## src/rtl/txring_pkg.sv

```systemverilog
package txring_pkg;
  localparam int LEN_W = 12;

  typedef struct packed {
    logic             own;
    logic             stp;
    logic             enp;
    logic             err;
    logic             buff;
    logic             uflo;
    logic [LEN_W-1:0] len;
  } txdesc_t;

  localparam int DESC_W = $bits(txdesc_t);

  typedef enum logic [3:0] {
    S_WAIT, S_RXCHK, S_RD, S_RDW, S_EVAL, S_REL,
    S_START, S_XFER, S_LA, S_LAW, S_WB, S_HALT
  } txr_state_e;

  typedef enum logic [1:0] {WB_POLL, WB_CHAIN, WB_HALT} wb_next_e;
endpackage

```

## src/rtl/txr_poll_timer.sv

```systemverilog
module txr_poll_timer #(
  parameter int IVAL_W   = 17,
  parameter int DEF_IVAL = 65536
) (
  input  logic              clk_i,
  input  logic              rst_ni,
  input  logic              restart_i,
  input  logic              run_i,
  input  logic [IVAL_W-1:0] ival_i,
  output logic              expire_o
);
  localparam logic [IVAL_W-1:0] DEF_V = IVAL_W'(DEF_IVAL);

  logic [IVAL_W-1:0] cnt_q;
  logic [IVAL_W-1:0] ival_eff;

  assign ival_eff = (ival_i == '0) ? DEF_V : ival_i;
  assign expire_o = run_i && (cnt_q >= ival_eff - IVAL_W'(1));

  always_ff @(posedge clk_i) begin
    if (!rst_ni || restart_i) cnt_q <= '0;
    else if (run_i)           cnt_q <= expire_o ? '0 : cnt_q + IVAL_W'(1);
  end

  // the count never moves while the countdown is stopped
  assert_hold_when_stopped_R2: assert property (@(posedge clk_i) disable iff (!rst_ni)
    (!run_i && !restart_i) |=> $stable(cnt_q));
endmodule

```

## src/rtl/txr_ring_ptr.sv

```systemverilog
module txr_ring_ptr #(
  parameter int RING_DEPTH = 16,
  localparam int RING_W = $clog2(RING_DEPTH)
) (
  input  logic              clk_i,
  input  logic              rst_ni,
  input  logic              adv_i,
  output logic [RING_W-1:0] idx_o,
  output logic [RING_W-1:0] idx_next_o
);
  logic [RING_W-1:0] idx_q;

  assign idx_o      = idx_q;
  assign idx_next_o = idx_q + RING_W'(1);

  always_ff @(posedge clk_i) begin
    if (!rst_ni)    idx_q <= '0;
    else if (adv_i) idx_q <= idx_next_o;
  end

  assert_wrap_R12: assert property (@(posedge clk_i) disable iff (!rst_ni)
    (adv_i && idx_q == RING_W'(RING_DEPTH - 1)) |=> (idx_q == '0));
  assert_steady_R12: assert property (@(posedge clk_i) disable iff (!rst_ni)
    !adv_i |=> $stable(idx_q));
endmodule

```

## src/rtl/txring_poller.sv

```systemverilog
module txring_poller
  import txring_pkg::*;
#(
  parameter int RING_DEPTH = 16,
  parameter int IVAL_W     = 17,
  parameter int DEF_IVAL   = 65536,
  localparam int RING_W    = $clog2(RING_DEPTH)
) (
  input  logic              clk_i,
  input  logic              rst_ni,
  input  logic              tx_en_i,
  input  logic              poll_dis_i,
  input  logic              recover_en_i,
  input  logic [IVAL_W-1:0] poll_ival_i,
  input  logic              demand_i,
  input  logic              rx_frame_i,
  input  logic              rx_owned_i,
  output logic              rxchk_valid_o,
  input  logic              rxchk_ready_i,
  output logic              dreq_valid_o,
  input  logic              dreq_ready_i,
  output logic              dreq_wr_o,
  output logic [RING_W-1:0] dreq_idx_o,
  output logic [DESC_W-1:0] dreq_wdata_o,
  input  logic              drsp_valid_i,
  output logic              drsp_ready_o,
  input  logic [DESC_W-1:0] drsp_data_i,
  output logic              xfer_valid_o,
  input  logic              xfer_ready_i,
  output logic [RING_W-1:0] xfer_idx_o,
  output logic [LEN_W-1:0]  xfer_len_o,
  input  logic              mv_beat_i,
  input  logic              mv_end_i,
  input  logic              mv_err_i,
  output logic              tx_halt_o
);
  txr_state_e state_q;
  txdesc_t    cur_q, la_q, wb_q, rel_word;
  wb_next_e   wb_next_q;
  logic       la_done_q, ev_beat_q, ev_end_q, ev_err_q, dem_pend_q;
  logic       poll_en, expire, adv, in_xfer;
  logic [RING_W-1:0] idx, idx_nxt;
  txr_state_e poll_entry;

  assign poll_en    = tx_en_i && !poll_dis_i;
  assign poll_entry = rx_owned_i ? S_RD : S_RXCHK;
  assign in_xfer    = (state_q == S_XFER) || (state_q == S_LA) || (state_q == S_LAW);

  txr_poll_timer #(.IVAL_W(IVAL_W), .DEF_IVAL(DEF_IVAL)) timer_i (
    .clk_i     (clk_i),
    .rst_ni    (rst_ni),
    .restart_i (state_q != S_WAIT),
    .run_i     ((state_q == S_WAIT) && poll_en),
    .ival_i    (poll_ival_i),
    .expire_o  (expire)
  );

  assign adv = ((state_q == S_REL) || (state_q == S_WB)) && dreq_ready_i;

  txr_ring_ptr #(.RING_DEPTH(RING_DEPTH)) ptr_i (
    .clk_i      (clk_i),
    .rst_ni     (rst_ni),
    .adv_i      (adv),
    .idx_o      (idx),
    .idx_next_o (idx_nxt)
  );

  always_comb begin
    rel_word     = cur_q;
    rel_word.own = 1'b0;
  end

  assign rxchk_valid_o = (state_q == S_RXCHK);
  assign dreq_valid_o  = (state_q == S_RD) || (state_q == S_LA) ||
                         (state_q == S_REL) || (state_q == S_WB);
  assign dreq_wr_o     = (state_q == S_REL) || (state_q == S_WB);
  assign dreq_idx_o    = (state_q == S_LA) ? idx_nxt : idx;
  assign dreq_wdata_o  = (state_q == S_REL) ? rel_word :
                         (state_q == S_WB)  ? wb_q : '0;
  assign drsp_ready_o  = (state_q == S_RDW) || (state_q == S_LAW);
  assign xfer_valid_o  = (state_q == S_START);
  assign xfer_idx_o    = idx;
  assign xfer_len_o    = cur_q.len;
  assign tx_halt_o     = (state_q == S_HALT);

  // Event latches for the data mover pulses
  always_ff @(posedge clk_i) begin
    if (!rst_ni || (state_q == S_START)) begin
      ev_beat_q <= 1'b0;
      ev_end_q  <= 1'b0;
      ev_err_q  <= 1'b0;
    end else if (in_xfer) begin
      ev_beat_q <= ev_beat_q | mv_beat_i;
      ev_end_q  <= ev_end_q  | mv_end_i;
      ev_err_q  <= ev_err_q  | mv_err_i;
    end
  end

  always_ff @(posedge clk_i) begin
    if (!rst_ni) begin
      state_q    <= S_WAIT;
      cur_q      <= '0;
      la_q       <= '0;
      wb_q       <= '0;
      wb_next_q  <= WB_POLL;
      la_done_q  <= 1'b0;
      dem_pend_q <= 1'b0;
    end else begin
      if (demand_i && poll_en && state_q != S_WAIT) dem_pend_q <= 1'b1;
      unique case (state_q)
        S_WAIT: if (poll_en && (expire || rx_frame_i || demand_i || dem_pend_q)) begin
          state_q    <= poll_entry;
          dem_pend_q <= 1'b0;
        end
        S_RXCHK: if (rxchk_ready_i) state_q <= S_RD;
        S_RD:    if (dreq_ready_i)  state_q <= S_RDW;
        S_RDW: if (drsp_valid_i) begin
          cur_q   <= txdesc_t'(drsp_data_i);
          state_q <= S_EVAL;
        end
        S_EVAL: begin
          if (!cur_q.own)                          state_q <= S_WAIT;
          else if (!cur_q.stp || cur_q.len == '0) state_q <= S_REL;
          else                                     state_q <= S_START;
        end
        S_REL: if (dreq_ready_i) state_q <= S_RD;
        S_START: if (xfer_ready_i) begin
          la_done_q <= 1'b0;
          state_q   <= S_XFER;
        end
        S_XFER: begin
          wb_q      <= rel_word;
          wb_q.err  <= 1'b0;
          wb_q.buff <= 1'b0;
          wb_q.uflo <= 1'b0;
          if (ev_err_q) begin
            wb_q.err  <= 1'b1;
            wb_next_q <= WB_POLL;
            state_q   <= S_WB;
          end else if (ev_end_q && cur_q.enp) begin
            wb_next_q <= WB_POLL;
            state_q   <= S_WB;
          end else if (ev_end_q && la_done_q) begin
            if (la_q.own) begin
              wb_next_q <= WB_CHAIN;
            end else begin
              wb_q.buff <= 1'b1;
              wb_q.uflo <= 1'b1;
              wb_next_q <= recover_en_i ? WB_POLL : WB_HALT;
            end
            state_q <= S_WB;
          end else if (!cur_q.enp && !la_done_q && (ev_beat_q || ev_end_q)) begin
            state_q <= S_LA;
          end
        end
        S_LA:  if (dreq_ready_i) state_q <= S_LAW;
        S_LAW: if (drsp_valid_i) begin
          la_q      <= txdesc_t'(drsp_data_i);
          la_done_q <= 1'b1;
          state_q   <= S_XFER;
        end
        S_WB: if (dreq_ready_i) begin
          unique case (wb_next_q)
            WB_CHAIN: begin
              cur_q   <= la_q;
              state_q <= S_START;
            end
            WB_HALT: state_q <= S_HALT;
            default: state_q <= poll_entry;
          endcase
        end
        S_HALT: if (!tx_en_i) state_q <= S_WAIT;
        default: state_q <= S_WAIT;
      endcase
    end
  end

  assert_req_hold_R13: assert property (@(posedge clk_i) disable iff (!rst_ni)
    (dreq_valid_o && !dreq_ready_i) |=> (dreq_valid_o && $stable(dreq_wr_o) &&
      $stable(dreq_idx_o) && $stable(dreq_wdata_o)));
  assert_xfer_hold_R13: assert property (@(posedge clk_i) disable iff (!rst_ni)
    (xfer_valid_o && !xfer_ready_i) |=> (xfer_valid_o && $stable(xfer_idx_o) &&
      $stable(xfer_len_o)));
  assert_wr_releases_R6: assert property (@(posedge clk_i) disable iff (!rst_ni)
    (dreq_valid_o && dreq_wr_o) |-> !dreq_wdata_o[DESC_W-1]);
  assert_quiet_when_off_R1: assert property (@(posedge clk_i) disable iff (!rst_ni)
    (state_q == S_WAIT && !poll_en) |=> (!dreq_valid_o && !rxchk_valid_o));
  assert_halt_quiet_R10: assert property (@(posedge clk_i) disable iff (!rst_ni)
    tx_halt_o |-> (!dreq_valid_o && !xfer_valid_o && !rxchk_valid_o));
  assert_la_after_beat_R7: assert property (@(posedge clk_i) disable iff (!rst_ni)
    (state_q == S_LA) |-> ((ev_beat_q || ev_end_q) && !cur_q.enp));
endmodule

```

## config.mk

```make
export PLATFORM = sky130hd
export DESIGN_NAME = txring_poller
export DESIGN_NICKNAME = d
export VERILOG_FILES = /design/src/rtl/txring_pkg.sv /design/src/rtl/txr_poll_timer.sv /design/src/rtl/txr_ring_ptr.sv /design/src/rtl/txring_poller.sv
export SDC_FILE = /design/constraint.sdc
export NUM_CORES = 1
export LEC_CHECK = 0
export BUFFER_PORTS_ARGS = -buffer_cell sky130_fd_sc_hd__buf_2
export CAP_MARGIN = 20
export CORE_UTILIZATION = 45
export DETAILED_ROUTE_END_ITERATION = 8
export GPL_TIMING_DRIVEN = 0
export MAX_ROUTING_LAYER = met4
export PLACE_DENSITY = 0.66
export SETUP_SLACK_MARGIN = 0.2
export SLEW_MARGIN = 20
export SYNTH_ARGS = -nofsm -noshare
export SYNTH_HDL_FRONTEND = slang
export SYNTH_SLANG_ARGS = --single-unit
export TNS_END_PERCENT = 20
```

## constraint.sdc

```tcl
create_clock -name clk_i -period 4.6 [get_ports clk_i]
set_input_delay 0.92 -clock clk_i [delete_from_list [all_inputs] [get_ports clk_i]]
set_output_delay 0.92 -clock clk_i [all_outputs]
set_load 0.005 [all_outputs]
```

==> flow_summary_export.csv <==
group,metric,value,unit
timing,setup_viol,0,
critical_path,cp.arrival,4350,ps
clock_tree,cts_root_buffer,"clkbuf_8",
yosys,synth_warnings,0,
global_routing,grt_use_total,23.04,%
timing,clock.fmax,241.7,MHz
critical_path,required,4810,ps
critical_path,cpLargestDelayFamily,"simple AND/OR/NAND/NOR gates",
worst_hold_path,whs_path_depth,2,
power,p_comb_share,8.1,%
power,clockPowerShare,40.7,%
timing,hold_viol,0,
yosys,avgSynthCellArea,8.487,sq um
yosys,netlist_area,4922,sq um
timing,tightest_slew,808.7,ps
clock_tree,clkLatencyLatePin,350,ps
global_routing,grt_max_degree,14,
finish,layout-drive-gt1-share,21.57,%
critical_path,slowest_stage,"or4_4",
finish,antenna_cells,0,
yosys,async_flop_share,0,%
drt,post_drt_wl_per_cell,15.05,um
drt,vias,4492,
power,p_leak,2.578,nW
clock_tree,clock-sinks,84,
die,ios,94,
yosys,syn_nets,653,
status,status,"finished, final reports clean",
die,core,10460,sq um
yosys,netlist.area_leader.share,34.16,%
clock_tree,holdBufCountCts,0,
clock_tree,cts_max_level,3,
power,p_int,0.001098,W
timing,layout_min_cycle_time,4137,ps
yosys,synth-edff-count,0,
critical_path,path_buf_inv,2,
die,dieWidth,106.6,um
critical_path,cpMostUsedCell,"buf_2",
die,rows,37,
finish,layout.nets,755,
power,p_switching,0.0003313,W
global_routing,grt_pass1_vias,4291,
yosys,ys_types,59,
timing,drv_slew,0,
drt,wl,12370,um
critical_path,crit_fanout,10,
power,powerDensity,247.9,nW/um^2
clock_tree,cts_resized,0,
finish,fin_util,55.08,%
yosys,ys_top_cells_by_area,"dfxtp_1 (34%), nand2_1 (8.7%), ha_1 (5.8%), mux2i_1 (5.1%), a21boi_0 (4.9%)",
power,swShare,23.18,%
die,die_area,11360,sq um
placed_design,portBuffers,91,
finish,layout_common_cells,"nand2_1 (114), buf_2 (106), dfxtp_1 (84)",
yosys,synthFlopType,"dfxtp_1",
critical_path,crit_chain,"buf_2, nor4_1, nand3_1, or4_4, a2111oi_4, o21ai_1, ha_1, and4_1, nand4_1, a2111o_1, a21boi_2, buf_2, nor3_1",
clock_tree,post-cts-setup-buffers,0,
critical_path,critPathKind,"primary input to flip-flop",
timing,post-route-period-util,89.94,%
critical_path,cp-end-kind,"flip-flop",
yosys,ys_ff_latch,84,
critical_path,r2r.worst_path.cells,9,
timing,rsz0062_at_grt,"no",
job,maxCapViolCount,0,
timing,skew,19.30,ps
power,power_frac_seq,51.2,%
drt,via_per_inst,5.465,
finish,final_common_cell,"nand2_1",
finish,area_growth,17.08,%
critical_path,slowest_delay,470,ps
yosys,yosysSeqAreaShare,34.16,%
clock_tree,cts.reportedPaths.clkPinSlew,80,ps
worst_hold_path,min_path_type,"flip-flop to flip-flop",
power,vdd_ir_drop_max,0.1837,mV
drt,drt-initial-drc-count,233,
drt,drc,0,
critical_path,startpoint_type,"primary input",
clock_tree,clk_path_buf_depth,2,
die,initial_utilization,47.05,%
yosys,synth_cells,580,
global_routing,grt_pass1_wl,20430,um
yosys,yosys.area.top_type,"dfxtp_1",
placed_design,gp_congestion,0.9020,
clock_tree,cts_tree,"done",
placed_design,dpl.hpwl,9500,um
drt,firstDrtPassIters,4,
timing,slew_headroom,45.89,%
die,die_h,106.6,um
critical_path,cp.depth,13,
global_routing,antenna_found_initial,0,
timing,setup_tns,0,ps
drt,ant_nets,0,
global_routing,overflow,0,
clock_tree,cts_made_buffers,9,
-- flip-flops by register name (all words and copies together), names as in the netlist, 2 cells and up --
signal,count
la_q,18
xfer_len_o,12
state_q,4
wb_q,16
wb_next_q,2
timer_i.cnt_q,17
ptr_i.idx_o,4
cur_q,6
-- per-stage QoR --
| stage | hold slack [ps] | setup slack, ps | total power (W) | instances | area, sq um |
|---|---|---|---|---|---|
| after floorplan | 428.7 | 629.3 | 0.0008126 | 580 | 4922 |
| after global placement | 445.0 | 136.6 | 0.0008595 | 807 | 5548 |
| after detailed placement | 447.9 | 64.25 | 0.0008632 | 807 | 5548 |
| after CTS | 459.7 | 438.8 | 0.001436 | 822 | 5763 |
| after global routing | 484.8 | 251.5 | 0.001485 | 822 | 5763 |
| final | 458.2 | 462.7 | 0.001429 | 822 | 5763 |
-- cell families (layout without fill, tap and decap cells) --
kind of cell / after synthesis / after routing / share of synthesized area [%]
multiplexers: 26 / 26 / 5.313
AO/OA/AOI/OAI: 121 / 121 / 19.32
flip-flops: 84 / 84 / 34.16
adder cells (fa/ha/maj): 23 / 23 / 5.847
XOR/XNOR: 36 / 36 / 6.406
AND/OR/NAND/NOR: 232 / 232 / 23.08
other: 1 / 1 / 0.07619
buffers and inverters: 57 / 163 / 5.796
-- synth_stat cells, drive strengths merged, types with 2 or more instances --
| master | instances |
|---|---|
| and3 | 4 |
| ha | 23 |
| nand2b | 5 |
| nand3 | 13 |
| nor4 | 9 |
| nand2 | 114 |
| or3 | 2 |
| a21boi | 36 |
| o21ai | 9 |
| and2 | 6 |
| buf | 31 |
| nor2 | 22 |
| a22o | 17 |
| a21oi | 17 |
| xor2 | 16 |
| dfxtp | 84 |
| nor2b | 7 |
| o211a | 19 |
| a211oi | 2 |
| or2 | 2 |
| nor4bb | 2 |
| nand3b | 2 |
| nor3 | 27 |
| or4 | 3 |
| o211ai | 2 |
| clkbuf | 15 |
| a31oi | 5 |
| mux2i | 25 |
| a21o | 3 |
| nor3b | 3 |
| nand4 | 9 |
| xnor2 | 20 |
| inv | 11 |
-- metal layers --
| layer | up-vias | part of all wire, % | track usage [%] |
|---|---|---|---|
| met4 | 0 | 1.1 | 6.751 |
| met1 | 2145 | 48 | 30.04 |
| met2 | 97 | 46 | 37.51 |
| li1 | 2240 | - | - |
| met3 | 10 | 4.3 | 2.857 |
| met5 | - | 0 | - |
-- path summary, 6_finish.rpt --
kind / startpoint / end / slack, ps
max reg2reg: timer_i.cnt_q[0]$_SDFFE_PP0P_ / timer_i.cnt_q[3]$_SDFFE_PP0P_ / 2210
max: poll_ival_i[7] / timer_i.cnt_q[3]$_SDFFE_PP0P_ / 460
min: wb_q[7]$_SDFFE_PN0P_ / wb_q[7]$_SDFFE_PN0P_ / 460
min reg2reg: wb_q[7]$_SDFFE_PN0P_ / wb_q[7]$_SDFFE_PN0P_ / 460
-- worst reg2reg max path, cell delays in order (launching register included) --
cell	delay (ps)
dfxtp_1	400
inv_1	70
ha_1	190
nor2b_1	120
o21ai_0	170
nand3_1	90
a2111o_1	460
a21boi_2	370
buf_2	300
nor3_1	80
-- power groups by stage --
stage / clock, W / combinational, W / sequential [W]
2_1_floorplan: 0 / 0.0000642 / 0.000748
3_3_place_gp: 0 / 0.000111 / 0.000749
3_5_place_dp: 0 / 0.000114 / 0.000749
4_1_cts: 0.000589 / 0.000115 / 0.000732
5_1_grt: 0.000625 / 0.000128 / 0.000733
6_report: 0.000581 / 0.000116 / 0.000732
-- area by class of cell --
type                    instances  area (sq um)
plain buffers                  46         244.0
clock buffers                  11         141.4
clock inverters                 4         73.82
fillers                      1031          4700
inverters                      11         41.29
multi-input cells             439          2955
flip-flops and latches         84          1682
well taps                     136         170.2
repair buffers                 91         455.4
(Power assumes the default switching activity.)
